`src/rtl/mrb_pkg.sv`:
```
package mrb_pkg;
  localparam int DATA_W   = 8;
  localparam int ADDR_W   = 4;
  localparam int NREG     = 13;
  localparam int LAST_IDX = NREG - 1;

  localparam int IDX_MODE0 = 0;
  localparam int IDX_MODE1 = 1;
  localparam int IDX_DUTY0 = 2;
  localparam int N_LED     = 4;
  localparam int IDX_GDUTY = 6;
  localparam int IDX_GRATE = 7;
  localparam int IDX_STATE = 8;
  localparam int IDX_SUB0  = 9;
  localparam int N_SUB     = 3;
  localparam int IDX_BCAST = 12;

  localparam int BIT_SLEEP = 4;
  localparam int BIT_TIMING = 3;

  typedef logic [DATA_W-1:0] byte_t;
  typedef logic [NREG-1:0][DATA_W-1:0] bank_t;

  function automatic byte_t reset_value(input int idx);
    case (idx)
      IDX_MODE0: reset_value = 8'h11;
      IDX_MODE1: reset_value = 8'h04;
      default:   reset_value = 8'h00;
    endcase
  endfunction

  function automatic byte_t write_mask(input int idx);
    case (idx)
      IDX_MODE0: write_mask = 8'h1F;
      IDX_MODE1: write_mask = 8'h3F;
      default:   write_mask = 8'hFF;
    endcase
  endfunction
endpackage

```
`src/rtl/mrb_shadow.sv`:
```
module mrb_shadow
  import mrb_pkg::*;
(
  input  logic              clk,
  input  logic              rst,
  input  logic              wr_en,
  input  logic [ADDR_W-1:0] addr,
  input  byte_t             wdata,
  input  logic [2:0]        ptr_mode,
  output byte_t             rd_byte,
  output bank_t             shadow_q,
  output bank_t             shadow_d
);
  always_comb begin
    shadow_d = shadow_q;
    for (int i = 0; i < NREG; i++) begin
      if (wr_en && addr == ADDR_W'(i))
        shadow_d[i] = (shadow_q[i] & ~write_mask(i)) | (wdata & write_mask(i));
    end
  end

  always_ff @(posedge clk) begin
    if (rst) begin
      for (int i = 0; i < NREG; i++) shadow_q[i] <= reset_value(i);
    end else begin
      shadow_q <= shadow_d;
    end
  end

  always_comb begin
    rd_byte = '0;
    for (int i = 0; i < NREG; i++) begin
      if (addr == ADDR_W'(i)) begin
        rd_byte = shadow_q[i] & write_mask(i);
        if (i == IDX_MODE0) rd_byte[7:5] = ptr_mode;
      end
    end
  end
endmodule

```
`src/rtl/mrb_active.sv`:
```
module mrb_active
  import mrb_pkg::*;
(
  input  logic              clk,
  input  logic              rst,
  input  bank_t             shadow_d,
  input  logic              wr_en,
  input  logic [ADDR_W-1:0] addr,
  input  logic              per_byte,
  input  logic              end_pulse,
  output bank_t             act_q,
  output logic              sleep_next
);
  bank_t act_d;

  always_comb begin
    act_d = act_q;
    if (end_pulse) begin
      act_d = shadow_d;
    end else if (wr_en && per_byte) begin
      for (int i = 0; i < NREG; i++)
        if (addr == ADDR_W'(i)) act_d[i] = shadow_d[i];
    end
  end

  assign sleep_next = act_d[IDX_MODE0][BIT_SLEEP];

  always_ff @(posedge clk) begin
    if (rst) begin
      for (int i = 0; i < NREG; i++) act_q[i] <= reset_value(i);
    end else begin
      act_q <= act_d;
    end
  end
endmodule

```
`src/rtl/mrb_wake.sv`:
```
module mrb_wake #(
  parameter int WAKE_CYCLES = 64
) (
  input  logic clk,
  input  logic rst,
  input  logic sleep_now,
  input  logic sleep_next,
  output logic pending
);
  localparam int CNT_W = $clog2(WAKE_CYCLES + 1);
  logic [CNT_W-1:0] cnt;

  always_ff @(posedge clk) begin
    if (rst)                          cnt <= '0;
    else if (sleep_now && !sleep_next) cnt <= CNT_W'(WAKE_CYCLES);
    else if (sleep_next)               cnt <= '0;
    else if (cnt != '0)                cnt <= cnt - 1'b1;
  end

  assign pending = (cnt != '0);
endmodule

```
`src/rtl/mode_reg_bank.sv`:
```
module mode_reg_bank
  import mrb_pkg::*;
#(
  parameter int WAKE_CYCLES = 64
) (
  input  logic        clk,
  input  logic        rst,
  input  logic [3:0]  bus_addr,
  input  logic [7:0]  bus_wdata,
  input  logic        bus_wr,
  input  logic        bus_rd,
  input  logic        end_pulse,
  input  logic [2:0]  ptr_mode,
  output logic        bus_ack,
  output logic [7:0]  bus_rdata,
  output logic [31:0] led_duty,
  output logic [7:0]  grp_duty,
  output logic [7:0]  grp_rate,
  output logic [7:0]  led_state,
  output logic [23:0] sub_addr,
  output logic [7:0]  bcast_addr,
  output logic        sleep,
  output logic [2:0]  sub_en,
  output logic        bcast_en,
  output logic        grp_blink,
  output logic        out_invert,
  output logic        upd_on_ack,
  output logic        out_totem,
  output logic [1:0]  out_idle,
  output logic        wake_pending
);
  logic  in_range, wr_ok, rd_ok, sleep_next;
  byte_t rd_byte;
  bank_t shadow_q, shadow_d, act_q;

  assign in_range = (bus_addr <= ADDR_W'(LAST_IDX));
  assign wr_ok    = bus_wr & in_range;
  assign rd_ok    = bus_rd & in_range;

  mrb_shadow u_shadow (
    .clk(clk), .rst(rst), .wr_en(wr_ok), .addr(bus_addr), .wdata(bus_wdata),
    .ptr_mode(ptr_mode), .rd_byte(rd_byte), .shadow_q(shadow_q), .shadow_d(shadow_d)
  );

  mrb_active u_active (
    .clk(clk), .rst(rst), .shadow_d(shadow_d), .wr_en(wr_ok), .addr(bus_addr),
    .per_byte(shadow_q[IDX_MODE1][BIT_TIMING]), .end_pulse(end_pulse),
    .act_q(act_q), .sleep_next(sleep_next)
  );

  mrb_wake #(.WAKE_CYCLES(WAKE_CYCLES)) u_wake (
    .clk(clk), .rst(rst), .sleep_now(act_q[IDX_MODE0][BIT_SLEEP]),
    .sleep_next(sleep_next), .pending(wake_pending)
  );

  always_ff @(posedge clk) begin
    if (rst) begin
      bus_ack   <= 1'b0;
      bus_rdata <= '0;
    end else begin
      bus_ack <= wr_ok | rd_ok;
      if (rd_ok) bus_rdata <= rd_byte;
    end
  end

  generate
    for (genvar k = 0; k < N_LED; k++) begin : g_duty
      assign led_duty[k*DATA_W +: DATA_W] = act_q[IDX_DUTY0 + k];
    end
    for (genvar k = 0; k < N_SUB; k++) begin : g_sub
      assign sub_addr[k*DATA_W +: DATA_W] = act_q[IDX_SUB0 + k];
    end
  endgenerate

  assign grp_duty   = act_q[IDX_GDUTY];
  assign grp_rate   = act_q[IDX_GRATE];
  assign led_state  = act_q[IDX_STATE];
  assign bcast_addr = act_q[IDX_BCAST];
  assign sleep      = act_q[IDX_MODE0][4];
  assign sub_en     = act_q[IDX_MODE0][3:1];
  assign bcast_en   = act_q[IDX_MODE0][0];
  assign grp_blink  = act_q[IDX_MODE1][5];
  assign out_invert = act_q[IDX_MODE1][4];
  assign upd_on_ack = act_q[IDX_MODE1][3];
  assign out_totem  = act_q[IDX_MODE1][2];
  assign out_idle   = act_q[IDX_MODE1][1:0];
endmodule

```
`config.mk`:
```
export PLATFORM = sky130hd
export DESIGN_NAME = mode_reg_bank
export DESIGN_NICKNAME = d
export VERILOG_FILES = /design/src/rtl/mrb_pkg.sv /design/src/rtl/mrb_shadow.sv /design/src/rtl/mrb_active.sv /design/src/rtl/mrb_wake.sv /design/src/rtl/mode_reg_bank.sv
export SDC_FILE = /design/constraint.sdc
export NUM_CORES = 1
export LEC_CHECK = 0
export BUFFER_PORTS_ARGS = -buffer_cell sky130_fd_sc_hd__buf_2
export CAP_MARGIN = 10
export CORE_UTILIZATION = 50
export CTS_BUF_LIST = sky130_fd_sc_hd__clkbuf_16
export DETAILED_ROUTE_END_ITERATION = 16
export GPL_TIMING_DRIVEN = 0
export PLACE_DENSITY = 0.82
export REMOVE_ABC_BUFFERS = 1
export SYNTH_ARGS = -nofsm -noshare
export SYNTH_HDL_FRONTEND = slang
export SYNTH_SLANG_ARGS = --single-unit
```
`constraint.sdc`:
```
create_clock -name clk -period 3.7 [get_ports clk]
set_input_delay 0.74 -clock clk [delete_from_list [all_inputs] [get_ports clk]]
set_output_delay 0.74 -clock clk [all_outputs]
set_load 0.01 [all_outputs]
```
---- Word level (Yosys, flattened, before mapping) ----
Index checks and enable logic that the tools add are counted.
W data, S select, Z words.
storage, ports and cells
  register bits after elaboration ......... 219
  bits of input ports ..................... 20
  output and inout bits ................... 109
  word-level logic and storage cells ...... 230
cells by class
  add/sub/neg operators ................... 1
  order comparisons ....................... 1
  eq/ne operators ......................... 12
  mux-type cells .......................... 70
  bitwise operators ....................... 68
  reductions and logical operators ........ 47
operators with widths
  operator               count
  $mux W8                64
  $and A8 B8 Y8          38
  $mux W104              2
  $not A8 Y8             13
  $or A8 B8 Y8           13
  $reduce_bool A2 Y1     14
  $reduce_and A2 Y1      13
  $mux W7                3
  $eq A4 B4 Y1 const B   5
  $eq A4 B3 Y1 const B   4
  $logic_and A1 B1 Y1    15
  $eq A4 B2 Y1 const B   2
  $reduce_bool A7 Y1     1
  $sub A7 B1 Y7 const B  1
  $and A5 B5 Y5          1
  $mux W5                1
  $eq A4 B1 Y1 const B   1
  $le A4 B4 Y1 const B   1
  $logic_not A4 Y1       1
  $reduce_bool A3 Y1     1
  $reduce_or A3 Y1       1
  $and A1 B1 Y1          2
  $logic_not A1 Y1       1
  $or A1 B1 Y1           1

---- Depth between registers and ports, before layout ----
  depth after elaboration ................. 16
  gate-level depth with buffers ........... 8

---- Hierarchy ----
A second synthesis with hierarchy kept.
unflattened totals
  cells, all modules ...................... 1307
  area, all modules ....................... 12241.7 µm²
modules (own cells, without submodules)
  module         times used  cells an instance  area an instance (µm²)  sequential area each (µm²)
  mrb_active     1           726                6348.6                  2082.0
  mrb_shadow     1           500                5104.9                  1981.9
  mode_reg_bank  1           43                 446.7                   180.2
  mrb_wake       1           38                 341.6                   140.1

---- Worst setup path before layout ----
OpenSTA, ideal clock, no wires.
  kind .................................... in2reg
  start ................................... input port bus_addr[0]
  end ..................................... register bus_rdata[5]
  arrival time ............................ 2.007 ns
  data required time ...................... 3.583 ns
  path slack .............................. 1.576 ns
  stages on the path ...................... 8
  buffers on the path ..................... 3
  cell sequence ........................... buf_2 -> buf_2 -> buf_4 -> mux2i_1 -> nor3_1 -> o21ai_0 -> o311ai_1 -> a32o_1
on the way
  longest elaborated chain between the ends .. 14
  elaborated cells between the ends (all ways) .. 28
ends and longest elaborated chain
  element                 RTL line             source
  start: declaration      mode_reg_bank.sv:8   input logic [3:0] bus_addr,
  $logic_not A4 Y1        mrb_shadow.sv:33     if (addr == ADDR_W'(i)) begin
  $mux W8 (13 in series)  mrb_shadow.sv:33
  end signal: assignment  mode_reg_bank.sv:62  if (rd_ok) bus_rdata <= rd_byte;
  end: declaration        mode_reg_bank.sv:15  output logic [7:0] bus_rdata,
Several ways; a longest one is shown, not always the timed one.
A chain may end at the register's enable or synchronous reset.

---- Final worst setup path ----
  start ................................... input port bus_addr[2]
  end ..................................... register u_active.act_q[47] (netlist name)
on the way
  longest elaborated chain between the ends .. 7
  elaborated cells between the ends (all ways) .. 12
ends and longest elaborated chain
  element                 RTL line             source
  $le A4 B4 Y1            mode_reg_bank.sv:36  assign in_range = (bus_addr <= ADDR_W'(LAST_IDX));
  $and A1 B1 Y1           mode_reg_bank.sv:37  assign wr_ok = bus_wr & in_range;
  $logic_and A1 B1 Y1     mrb_shadow.sv:17     if (wr_en && addr == ADDR_W'(i))
  $mux W8                 mrb_shadow.sv:17
  $mux W8                 mrb_active.sv:22     if (addr == ADDR_W'(i)) act_d[i] = shadow_d[i];
  $mux W104               mrb_active.sv:20     end else if (wr_en && per_byte) begin
  $mux W104               mrb_active.sv:18     if (end_pulse) begin
  end signal: assignment  mrb_active.sv:32     act_q <= act_d;
  end: declaration        mrb_active.sv:11     output bank_t act_q,
Several ways; a longest one is shown, not always the timed one. The select of a mux whose other input is x is not followed.

==> results.toml <==
[worst_setup_path]
path_common_cell = "nor2_1"
path_cells = "buf_2, nand2b_1, nor2_1, a21o_1, nor2_1, a211oi_1"
reg2reg_depth = 5
worstReg2RegEnd = "u_wake.cnt[5]$_SDFFE_PP0P_"
ff2ff_setup_slack_ns = 1.78
cpPeakStageDelay_ns = 0.98
cp_slowest_cell = "nor2_1"
cp_max_fo = 29
worst_setup_path_end_kind = "register"
r2r_start = "u_shadow.shadow_q[11]$_SDFF_PP0_"
cp.required_ns = 4.11
cp.arrival_ns = 3.60
critPathKind = "primary input to register"
startpoint_type = "primary input"

[logic_synthesis]
ys_ff_latch = 214
yosysTopAreaCellShare = 0.480
synthTopCellsByCount = "235 x nor2_1, 214 x dfxtp_1, 115 x mux2i_1"
yosysWarnings = 0
ys_seq_area_frac = 0.480
synth_edf_count = 0
ys.flop_type = "dfxtp_1"
synth_cells = 953
synth.most_common_cell = "nor2_1"
yosys-top-cells-area = "dfxtp_1 48%, mux2i_1 13%, nor2_1 9.9%, a211oi_1 8.2%, clkbuf_1 1.8%"
synth.largest_area_cell = "dfxtp_1"
synth_area_um2 = 8930
syn_area_per_cell_um2 = 9.37
ys_async_sr_fraction = 0
synth_cell_types = 67

[clocking]
cts_sinks = 214
clock_latency_ns = 0.51
path_clk_slew_ns = 0.06
cts_hold_buf = 0
htreeDepth = 1
cts_buffers = 22
clk_root_buffer_cell = "clkbuf_16"
cts_setup_buffers = 0
cts_tree = "done"
post_cts_resized = 0
cts_buffer_depth = 3

[place]
gp_congestion = 0.916
port_buffers = 128
post-place-ws_ns = 0.107
place_area_um2 = 9530
place_inst = 1230
dpl.hpwl_mm = 15.7

[floorplan]
die_x_um = 136
rows = 48
die_h_um = 136
design.die.area_um2 = 18400
core-area_um2 = 17400
boundaryPins = 129
initial_core_util = 0.514

[cells_and_area]
finalInstanceArea_um2 = 10200
fin_util = 0.588
regArea_um2 = 4280
fillCellCount = 1504
multi_input_area_um2 = 4230
antenna_cells = 0
fin_cells = 1270
syn_to_final_growth_pct = 14.3
finalNetCount = 1050
drive_above_1_share = 0.179

[timing]
worst_pin_slew_ns = 1.08
min_period_ns = 3.19
clock_skew_ns = 0.0107
finalSetupViolCount = 0
finalCritPeriodShare = 0.862
final_max_slew_viol_count = 0
finalHoldViolations = 0
setup_ws_ns = 0.509
hold_ws_ns = 0.468
rsz0062_at_grt = "no"
clock.fmax_mhz = 313
relSlewSlack = 0.275

[min_path]
min_path_cells = 2
min-delay-path-class = "register to register"
worstHoldEndpoint = "bus_rdata[1]$_SDFFE_PP0P_"
holdCritStartpoint = "bus_rdata[1]$_SDFFE_PP0P_"

[power]
power_density_nw_per_um2 = 489
ir_drop_mv = 0.354
total_leakage_power_nw = 4.18

[global_route]
grt_pass1_wl_mm = 36.2
grt_max_degree = 112
grt_usage = 0.253
grt_pass1_vias = 6515
grt_overflow = 0
antenna_found_initial = 1

[route]
drc = 0
drtPass1Iterations = 5
vias = 7240
wire_per_inst_um = 18.3
vias_per_cell = 5.70
routed_wl_mm = 23.3
antenna_left = 0
drtIter0Drc = 690

[flow_run]
cap_violations = 0

[status]
status = "complete, no violations"
## cells by family after synthesis
logic type | after synthesis | synth area share
AO/OA/AOI/OAI | 207 | 0.172
XOR/XNOR | 5 | 0.00490
adder cells (fa/ha/maj) | 1 | 0.00140
buffers and inverters | 89 | 0.0468
flip-flops | 214 | 0.480
multiplexers | 115 | 0.129
AND/OR/NAND/NOR | 322 | 0.166
## power by group
group	internal, mW	switching, mW
clock network	1.19	0.896
logic	0.166	0.312
registers	2.38	0.0414
## per-stage QoR
step / TNS, ns / total power, mW
3_5_place_dp: 0 / 2.94
5_1_grt: 0 / 5.17
2_1_floorplan: 0 / 2.71
3_3_place_gp: -9.70 / 2.93
4_1_cts: 0 / 5.01
6_report: 0 / 4.99
## per-layer routing
layer  track usage  wire length, µm
met1         0.350            10200
met2         0.402            10600
met3        0.0426             1870
met4        0.0749              590
met5             0               13
## worst max-delay path: cells and delay by family
kind / cells / cell delay [ns]
AO/OA/AOI/OAI: 2 / 0.80
buffers and inverters: 1 / 0.46
AND/OR/NAND/NOR: 3 / 1.59
## worst max-delay path by stage
stage / startpoint / endpoint / slack (ns) / cells after the start
2_1_floorplan: bus_addr[3] / u_active.act_q[40]$_SDFFE_PP0P_ / 1.20 / 5
3_3_place_gp: rst / bus_rdata[7]$_SDFFE_PP0P_ / -0.57 / 3
3_5_place_dp: bus_addr[2] / u_active.act_q[47]$_SDFFE_PP0P_ / 0.11 / 6
4_1_cts: bus_addr[2] / u_active.act_q[47]$_SDFFE_PP0P_ / 0.58 / 6
5_1_grt: bus_addr[2] / u_active.act_q[42]$_SDFFE_PP0P_ / 0.22 / 6
6_report: bus_addr[2] / u_active.act_q[47]$_SDFFE_PP0P_ / 0.51 / 6
## registers in the layout (all words and copies together), names as in the netlist
register	flops
u_wake.cnt	7
bus_rdata	8
bus_ack	1
u_shadow.shadow_q	99
u_active.act_q	99
## area by class of cell
class | count | share of cell area
Inverter | 11 | 0.00405
Clock buffer | 23 | 0.0564
Tap cell | 225 | 0.0276
Timing Repair Buffer | 130 | 0.0681
Multi-Input combinational cell | 650 | 0.414
Sequential cell | 214 | 0.420
Clock inverter | 17 | 0.00969
## cell usage in the layout (no fill, tap or decap), types with 4 or more instances in the layout
| cell | Yosys | routed |
|---|---|---|
| a21o_1 | 5 | 5 |
| nor3_1 | 9 | 9 |
| nor2b_1 | 5 | 5 |
| clkbuf_16 | 0 | 23 |
| o221ai_1 | 6 | 6 |
| nor3b_1 | 5 | 5 |
| nor2_4 | 6 | 6 |
| a32oi_1 | 4 | 4 |
| nor2_1 | 235 | 235 |
| o22ai_1 | 8 | 8 |
| o211ai_1 | 4 | 4 |
| nand3_1 | 6 | 6 |
| dfxtp_1 | 214 | 214 |
| buf_2 | 22 | 127 |
| a21oi_1 | 19 | 19 |
| a41o_1 | 5 | 5 |
| a21o_2 | 5 | 5 |
| o21ai_0 | 17 | 17 |
| nand2_1 | 14 | 14 |
| inv_1 | 11 | 13 |
| clkinv_1 | 0 | 10 |
| o22a_1 | 4 | 4 |
| mux2i_1 | 115 | 115 |
| nand2b_1 | 11 | 11 |
| nand3b_1 | 5 | 5 |
| o32ai_1 | 5 | 5 |
| a211oi_1 | 97 | 97 |
Power figures use the tool's default switching activity.
